--- src/rtl/dmp_pkg.sv ---
package dmp_pkg;
    localparam int SEL_W = 5;

    typedef enum logic [2:0] {
        PH_111 = 3'b111,
        PH_011 = 3'b011,
        PH_001 = 3'b001,
        PH_000 = 3'b000,
        PH_100 = 3'b100,
        PH_110 = 3'b110
    } phase_t;
endpackage

--- src/rtl/dmp_ratio_select.sv ---
module dmp_ratio_select #(
    parameter int N = 5
) (
    input  logic [N-1:0] sel_i,
    output logic         short_o
);
    // Any asserted select requests the smaller ratio.
    always_comb begin
        short_o = 1'b0;
        for (int i = 0; i < N; i++) begin
            short_o = short_o | sel_i[i];
        end
    end
endmodule

--- src/rtl/dmp_phase_seq.sv ---
module dmp_phase_seq
    import dmp_pkg::*;
#(
    parameter int MODE = 0
) (
    input  logic   clk,
    input  logic   rst,
    input  logic   short_i,
    input  logic   long_ok_i,
    output phase_t state_o,
    output logic   wrap_o
);
    localparam bit NINE = (MODE == 1);

    phase_t state_q;
    phase_t state_d;

    always_ff @(posedge clk) begin
        if (rst) state_q <= PH_111;
        else     state_q <= state_d;
    end

    always_comb begin
        unique case (state_q)
            PH_111:  state_d = PH_011;
            PH_011:  state_d = PH_001;
            PH_001:  state_d = (long_ok_i && !short_i) ? PH_000 : PH_100;
            PH_000:  state_d = PH_100;
            PH_100:  state_d = NINE ? PH_111 : PH_110;
            PH_110:  state_d = PH_111;
            default: state_d = PH_111;
        endcase
    end

    always_comb begin
        state_o = state_q;
        wrap_o  = NINE && (state_q == PH_100);
    end


    ph_shift_chk: assert property (@(posedge clk) disable iff (rst)
        (state_q == PH_111) |=> (state_q == PH_011));


    ph_skip_chk: assert property (@(posedge clk) disable iff (rst)
        (state_q == PH_001 && short_i) |=> (state_q == PH_100));


    ph_close_chk: assert property (@(posedge clk) disable iff (rst)
        (state_q == PH_100) |=> (state_q == (NINE ? PH_111 : PH_110)));
endmodule

--- src/rtl/dmp_toggle.sv ---
module dmp_toggle (
    input  logic clk,
    input  logic rst,
    input  logic flip_i,
    output logic q_o
);
    always_ff @(posedge clk) begin
        if (rst)         q_o <= 1'b1;
        else if (flip_i) q_o <= ~q_o;
    end


    tog_hold_chk: assert property (@(posedge clk) disable iff (rst)
        !flip_i |=> $stable(q_o));
endmodule

--- src/rtl/dual_ratio_prescaler.sv ---
module dual_ratio_prescaler
    import dmp_pkg::*;
#(
    parameter int MODE = 0
) (
    input  logic             clk,
    input  logic             rst,
    input  logic [SEL_W-1:0] ratio_sel,
    output logic             div_q,
    output logic             div_qn
);
    logic   short_req;
    logic   long_ok;
    logic   wrap;
    phase_t phase;

    dmp_ratio_select #(.N(SEL_W)) u_sel (
        .sel_i   (ratio_sel),
        .short_o (short_req)
    );

    dmp_phase_seq #(.MODE(MODE)) u_seq (
        .clk       (clk),
        .rst       (rst),
        .short_i   (short_req),
        .long_ok_i (long_ok),
        .state_o   (phase),
        .wrap_o    (wrap)
    );

    generate
        if (MODE == 1) begin : g_nine
            logic tq;
            dmp_toggle u_tog (
                .clk    (clk),
                .rst    (rst),
                .flip_i (wrap),
                .q_o    (tq)
            );
            assign long_ok = tq;
            assign div_q   = tq;
        end else begin : g_six
            assign long_ok = 1'b1;
            assign div_q   = phase[0];
        end
    endgenerate

    assign div_qn = ~div_q;


    rst_ones_chk: assert property (@(posedge clk)
        rst |=> (div_q && !div_qn));


    compl_chk: assert property (@(posedge clk) disable iff (rst)
        (div_q != div_qn));
endmodule

--- config.mk ---
export PLATFORM = sky130hd
export DESIGN_NAME = dual_ratio_prescaler
export DESIGN_NICKNAME = d
export VERILOG_FILES = /design/src/rtl/dmp_pkg.sv /design/src/rtl/dmp_ratio_select.sv /design/src/rtl/dmp_phase_seq.sv /design/src/rtl/dmp_toggle.sv /design/src/rtl/dual_ratio_prescaler.sv
export SDC_FILE = /design/constraint.sdc
export NUM_CORES = 1
export LEC_CHECK = 0
export BUFFER_PORTS_ARGS = -buffer_cell sky130_fd_sc_hd__buf_2
export CORE_AREA = 10 10 47 49
export DETAILED_ROUTE_END_ITERATION = 8
export DIE_AREA = 0 0 57 59
export SETUP_SLACK_MARGIN = 0.3
export SYNTH_ARGS = -nofsm -noshare
export SYNTH_HDL_FRONTEND = slang
export SYNTH_SLANG_ARGS = --single-unit
--- constraint.sdc ---
create_clock -name clk -period 0.8 [get_ports clk]
set_input_delay 0.24 -clock clk [delete_from_list [all_inputs] [get_ports clk]]
set_output_delay 0.24 -clock clk [all_outputs]
set_load 0.02 [all_outputs]
==> impl_summary.txt, run 1 <==
----------------------------------------------------
[Final layout]
  Ratio of cells with drive above 1 in the final layout ... 74.07%
  # diodes ... 0
  Layout Area Growth over Synthesis ... 116.8%
  Most frequent cells in the layout ... buf_2 (6), clkbuf_4 (3), inv_2 (2), buf_4 (2), buf_6 (2)
  Number of filler instances in the final layout ... 169
  Layout net count ... 35
  Most frequent standard cell in the layout excluding fill and tap cells ... buf_2
  Number of flip-flops in the largest register ... 3

[Timing]
  Number of hold violations in the final report ... 0
  Slew @ Worst Pin ... 272.3 ps
  Final clock period utilization by the worst path ... 120.6%
  Final number of max-transition violations ... 0
  Max Clock Freq ... 1036 MHz
  Setup violations, final ... 3
  Minimum setup slack in the final design ... -164.9 ps
  Remaining max-slew budget at the tightest pin ... 81.68%
  Skew final ... 3.240 ps
  Shortest clock period the worst path allows after layout ... 964.9 ps
  Final setup TNS ... -394.2 ps
  Minimum hold slack ... 283.9 ps
  RSZ-0062 raised after global routing ... yes

[Clock network]
  Clock tree buffer depth ... 2
  H-tree levels ... 1
  Sinks on Clock Net ... 3
  Latest clock arrival within the worst-skew pair ... 230 ps
  Root buffer cell ... clkbuf_4
  Clock transition at the registers of the reported paths ... 40 ps
  CTS Buf Count ... 3
  CTS tree ... yes

[Yosys]
  Cell count after synthesis ... 13
  Proportion of synthesized chip area in sequential cells ... 50.53%
  Number of nets produced by synthesis ... 20
  Yosys reg bits ... 3
  Area of the mapped netlist ... 118.9 µm²
  Average cell area after synthesis ... 9.143 µm²
  Synth Warn # ... 0
  Count of different cell masters after synthesis ... 10

[Floorplan]
  Die footprint ... 0.003363 mm²
  Placeable core region ... 0.001401 mm²
  Effective utilization at floorplan ... 8.482%
  Horizontal extent of the die ... 57 µm
  Floorplan row count ... 14
  Die boundary height ... 59 µm
  Total I/O pin count ... 9

[Global route]
  Wire length of the first global-routing pass ... 724 µm
  Initial antenna violation count ... 0
  Global-route total usage across every layer ... 2.885%
  Total congestion overflow ... 0
  Largest net degree at the start of global routing ... 5
  Number of global-route vias before repair ... 186

[Critical path]
  Category of the most critical setup path ... reg -> out
  Critical path cell sequence ... inv_2 -> buf_6
  Endpoint class of the critical path ... output pin
  Kind of cell adding the most delay to the critical path ... flip-flops
  Delay of the slowest critical-path stage ... 340 ps
  Worst Path Arrival ... 720 ps
  Slowest stage cell, crit path ... dfxtp_4
  CP required ... 560 ps
  Buf+Inv Stages, Crit Path ... 2
  Max FO, Critical Path ... 3
  Startpoint Class ... flop

[Place]
  HPWL Detailed ... 294.2 µm
  Worst setup slack before clock tree synthesis ... -14.11 ps
  Number of buffers added on ports ... 8
  Global placer's final weighted congestion ... 0.6270

[Detailed routing]
  Detail Route Antenna Nets ... 0
  DRT Pass-1 Iters ... 2
  Via count normalized by instance count ... 3.395
  Average wire length per cell after detail routing ... 10.02 µm
  Total number of vias ... 146
  Starting DRT DRC Count ... 2
  Post-detailed-route DRC marker count ... 0
  Routed wire length ... 431 µm

[Power and ir drop]
  Total power after layout ... 0.5015 mW
  Areal power density over the cells ... 1946 mW/mm²
  Worst supply voltage drop on vdd ... 1081 µV
  Static Leakage ... 0.1265 nW

[Status]
  Violated checks ... negative setup slack
  Outcome ... complete, but fails checks

[Hold path]
  Type of the tightest min-delay check ... in -> reg

[Run]
  Number of max-cap violations ... 0

----------------------------------------------------
-- worst paths after layout --
kind	start	endpoint	slack, ps	depth (start not counted)
min reg2reg	u_seq.state_o[1]$_SDFF_PP1_	u_seq.state_o[2]$_SDFF_PP1_	500	1
min	rst	u_seq.state_o[1]$_SDFF_PP1_	280	3
max reg2reg	u_seq.state_o[0]$_SDFF_PP1_	u_seq.state_o[2]$_SDFF_PP1_	-70	3
max	u_seq.state_o[0]$_SDFF_PP1_	div_qn	-160	2
-- metal layers --
layer  GRT usage, %  wire, µm  share of wire (%)
met5              0         0                  0
met4          2.013         8                1.9
met3          2.790        31                7.2
met2          4.496       236                 55
met1          2.235       155                 36
-- logic make-up (layout without fill, tap and decap cells) --
family | after synthesis | count (layout) | share of synthesized area, %
AOI/OAI and AO/OA | 2 | 2 | 11.58
buffers and inverters | 3 | 17 | 9.473
DFF | 3 | 3 | 50.53
and+or+nand+nor | 5 | 5 | 28.41
-- cell usage after synthesis (all sizes together) --
master	instances	share of area (%)
dfxtp	3	51
inv	3	9.5
a32oi	1	7.4
nand2	1	3.2
nand3	1	4.2
nor2	1	3.2
nor4	1	5.3
nor4b	1	13
o21ai	1	4.2
-- timing repair --
| action | in CTS | in global routing |
|---|---|---|
| buffers inserted | 1 | 0 |
| gates resized for setup | 11 | 0 |
| setup endpoints to repair | 5 | 5 |
| hold buffers | 0 | 0 |
| pin swaps | 2 | 0 |
-- report_power, final --
group | internal (mW) | total, mW | switching [mW]
Combinational | 0.0378 | 0.0706 | 0.0328
Clock | 0.187 | 0.266 | 0.0795
Sequential | 0.158 | 0.164 | 0.00619
Total | 0.383 | 0.501 | 0.118
-- cell type report --
cell class              instances  area, µm²  area share (%)
multi-input cells               7      67.56           26.21
well taps                      16      20.02           7.767
inverters                       3      11.26           4.369
clock buffers                   4      26.28           10.19
repair buffers                 10      67.56           26.21
flip-flops and latches          3      65.06           25.24
-- stage by stage --
stage	cell area (µm²)	util (%)	cells
floorplan	122.6	-	13
global placement	190.2	13.57	38
detailed placement	190.2	13.57	38
CTS	257.7	18.39	43
global route	257.7	18.39	43
finish	257.7	18.39	43
-- worst reg2reg max path, cell delays in order (launching register included) --
cell and delay [ps]:
dfxtp_4 340, buf_4 120, nor4b_4 190, a32oi_1 80
No activity file was read; power rests on OpenSTA's default activity.
==> run 2, diff against run 1 <==
--- a/config.mk
+++ b/config.mk
@@ -6,9 +6,12 @@
 export NUM_CORES = 1
 export LEC_CHECK = 0
 export BUFFER_PORTS_ARGS = -buffer_cell sky130_fd_sc_hd__buf_2
+export CELL_PAD_IN_SITES_DETAIL_PLACEMENT = 1
+export CELL_PAD_IN_SITES_GLOBAL_PLACEMENT = 1
 export CORE_AREA = 10 10 47 49
 export DETAILED_ROUTE_END_ITERATION = 8
 export DIE_AREA = 0 0 57 59
+export PLACE_DENSITY_LB_ADDON = 0.1
 export SETUP_SLACK_MARGIN = 0.3
 export SYNTH_ARGS = -nofsm -noshare
 export SYNTH_HDL_FRONTEND = slang
==> impl_summary.txt, run 2 (synthesis gave the netlist of run 1 again) <==
----------------------------------------------------
[Detailed routing]
  Total number of vias ... 156
  Routed wire length ... 479 µm
  DRT Pass-1 Iters ... 3
  Starting DRT DRC Count ... 2
  Average wire length per cell after detail routing ... 10.64 µm
  Via count normalized by instance count ... 3.467
  Post-detailed-route DRC marker count ... 0
  Detail Route Antenna Nets ... 0

[Final layout]
  Number of flip-flops in the largest register ... 3
  Most frequent standard cell in the layout excluding fill and tap cells ... buf_2
  Layout net count ... 37
  Non-filler cells, final ... 45
  Final standard cell area without fillers ... 280.3 µm²
  Number of filler instances in the final layout ... 177
  Ratio of cells with drive above 1 in the final layout ... 75.86%
  Combined flip-flop and latch cell area ... 63.81 µm²
  # diodes ... 0
  Layout Area Growth over Synthesis ... 135.8%
  Most frequent cells in the layout ... buf_2 (6), clkbuf_4 (3), buf_4 (3), buf_6 (3)
  Total area of multi-input combinational cells ... 72.57 µm²
  Core utilization of the finished layout ... 20.00%

[Place]
  Number of buffers added on ports ... 8
  Placed cell area ... 197.7 µm²
  Global placer's final weighted congestion ... 0.7090
  HPWL Detailed ... 365.2 µm
  Worst setup slack before clock tree synthesis ... -53.52 ps
  Number of placed instances, taps included ... 39

[Clock network]
  Latest clock arrival within the worst-skew pair ... 240 ps
  Sinks on Clock Net ... 3
  H-tree levels ... 1
  Clock transition at the registers of the reported paths ... 40 ps
  Root buffer cell ... clkbuf_4
  Clock tree buffer depth ... 2
  CTS tree ... yes
  CTS Buf Count ... 3

[Critical path]
  Beginning of the critical path ... u_seq.state_o[0]$_SDFF_PP1_
  Origin of the critical flop-to-flop path ... u_seq.state_o[0]$_SDFF_PP1_
  Reg2Reg Capture Point ... u_seq.state_o[2]$_SDFF_PP1_
  Reg2Reg Depth ... 4
  Delay of the slowest critical-path stage ... 340 ps
  Max FO, Critical Path ... 3
  CP required ... 560 ps
  Critical path cell sequence ... inv_2 -> buf_6
  Startpoint Class ... flop
  Category of the most critical setup path ... reg -> out
  FF-to-FF setup slack ... -130 ps
  Buf+Inv Stages, Crit Path ... 2
  Endpoint class of the critical path ... output pin
  Kind of cell adding the most delay to the critical path ... flip-flops
  Slowest stage cell, crit path ... dfxtp_4
  Worst Path Arrival ... 730 ps

[Global route]
  Wire length of the first global-routing pass ... 745 µm
  M3 GR Usage ... 2.146%
  Largest net degree at the start of global routing ... 4
  Number of global-route vias before repair ... 200
  Total congestion overflow ... 0
  Global-route total usage across every layer ... 3.365%
  Most used routing layer ... met4
  Met2 Track Usage GR ... 3.721%
  Met1 usage in global routing ... 2.364%
  Initial antenna violation count ... 0

[Timing]
  Skew final ... 4.924 ps
  Final number of max-transition violations ... 0
  Remaining max-slew budget at the tightest pin ... 80.40%
  Slew @ Worst Pin ... 291.2 ps
  Setup violations, final ... 5
  Minimum hold slack ... 271.9 ps
  Minimum setup slack in the final design ... -169.4 ps
  Max Clock Freq ... 1032 MHz
  RSZ-0062 raised after global routing ... yes
  Final setup TNS ... -595.1 ps
  Shortest clock period the worst path allows after layout ... 969.4 ps
  Final clock period utilization by the worst path ... 121.2%
  Number of hold violations in the final report ... 0

[Power and ir drop]
  Static Leakage ... 0.1378 nW
  Worst supply voltage drop on vdd ... 486.3 µV
  Areal power density over the cells ... 1827 mW/mm²
  Total power after layout ... 0.5120 mW

[Hold path]
  Type of the tightest min-delay check ... in -> reg
  Worst hold start ... rst
  Cells on Worst Hold Path ... 3
  Capture endpoint of the worst hold path ... u_seq.state_o[0]$_SDFF_PP1_

[Floorplan]
  Floorplan row count ... 14
  Die boundary height ... 59 µm
  Placeable core region ... 0.001401 mm²
  Die footprint ... 0.003363 mm²
  Total I/O pin count ... 9
  Effective utilization at floorplan ... 8.482%
  Horizontal extent of the die ... 57 µm

[Status]
  Violated checks ... negative setup slack
  Outcome ... complete, but fails checks

[Run]
  Number of max-cap violations ... 0

----------------------------------------------------
==> run 2: cell types whose count changed in the layout (fill, tap and decap cells not counted) <==
cell,previous run,this run
dfxtp_1,1,2
nand2_4,0,1
nand3_1,1,0
buf_6,2,3
dfxtp_2,1,0
nor2_4,1,0
nand3_2,0,1
nor2_1,0,1
nand2_1,1,0
buf_4,2,3
==> run 2: worst reg2reg max path: stages (launching register included) <==
cell,delay (ps)
dfxtp_4,340
buf_4,130
buf_6,110
buf_6,120
a32oi_1,160
==> run 2: layout make-up <==
cell class                 instances  share of cell area, %
timing repair buffer              12                  30.80
multi-input combinational          7                  25.89
sequential                         3                  22.77
clock buffer                       4                  9.375
tap                               16                  7.143
inverter                           3                  4.018
==> run 2: worst max path at each step <==
stage,end,slack (ps),cells after the start
detailed placement,u_seq.state_o[2]$_SDFF_PP1_,-50,3
finish,div_qn,-170,2
CTS,div_qn,-180,2
global route,div_qn,-200,2
floorplan,u_seq.state_o[2]$_SDFF_PP1_,50,2
global placement,u_seq.state_o[2]$_SDFF_PP1_,-30,3
==> run 2: power by group <==
group / switching, mW / internal, mW / leakage [nW] / total [mW]
Clock: 0.0853 / 0.187 / 0.0150 / 0.273
Sequential: 0.00559 / 0.157 / 0.0248 / 0.163
Combinational: 0.0347 / 0.0419 / 0.0980 / 0.0765
Total: 0.126 / 0.387 / 0.138 / 0.512
==> run 2: timing repair <==
item	4_1_cts	5_1_grt
pin swaps	1	0
resized for setup	8	4
buffers inserted	1	1
endpoints found under the setup margin	5	5
hold buffers	0	0
==> run 2: routing by layer <==
layer | part of all wire, % | vias up
li1 | - | 77
met5 | 0 | -
met4 | 4.4 | 0
met1 | 35 | 70
met2 | 50 | 7
met3 | 10 | 2
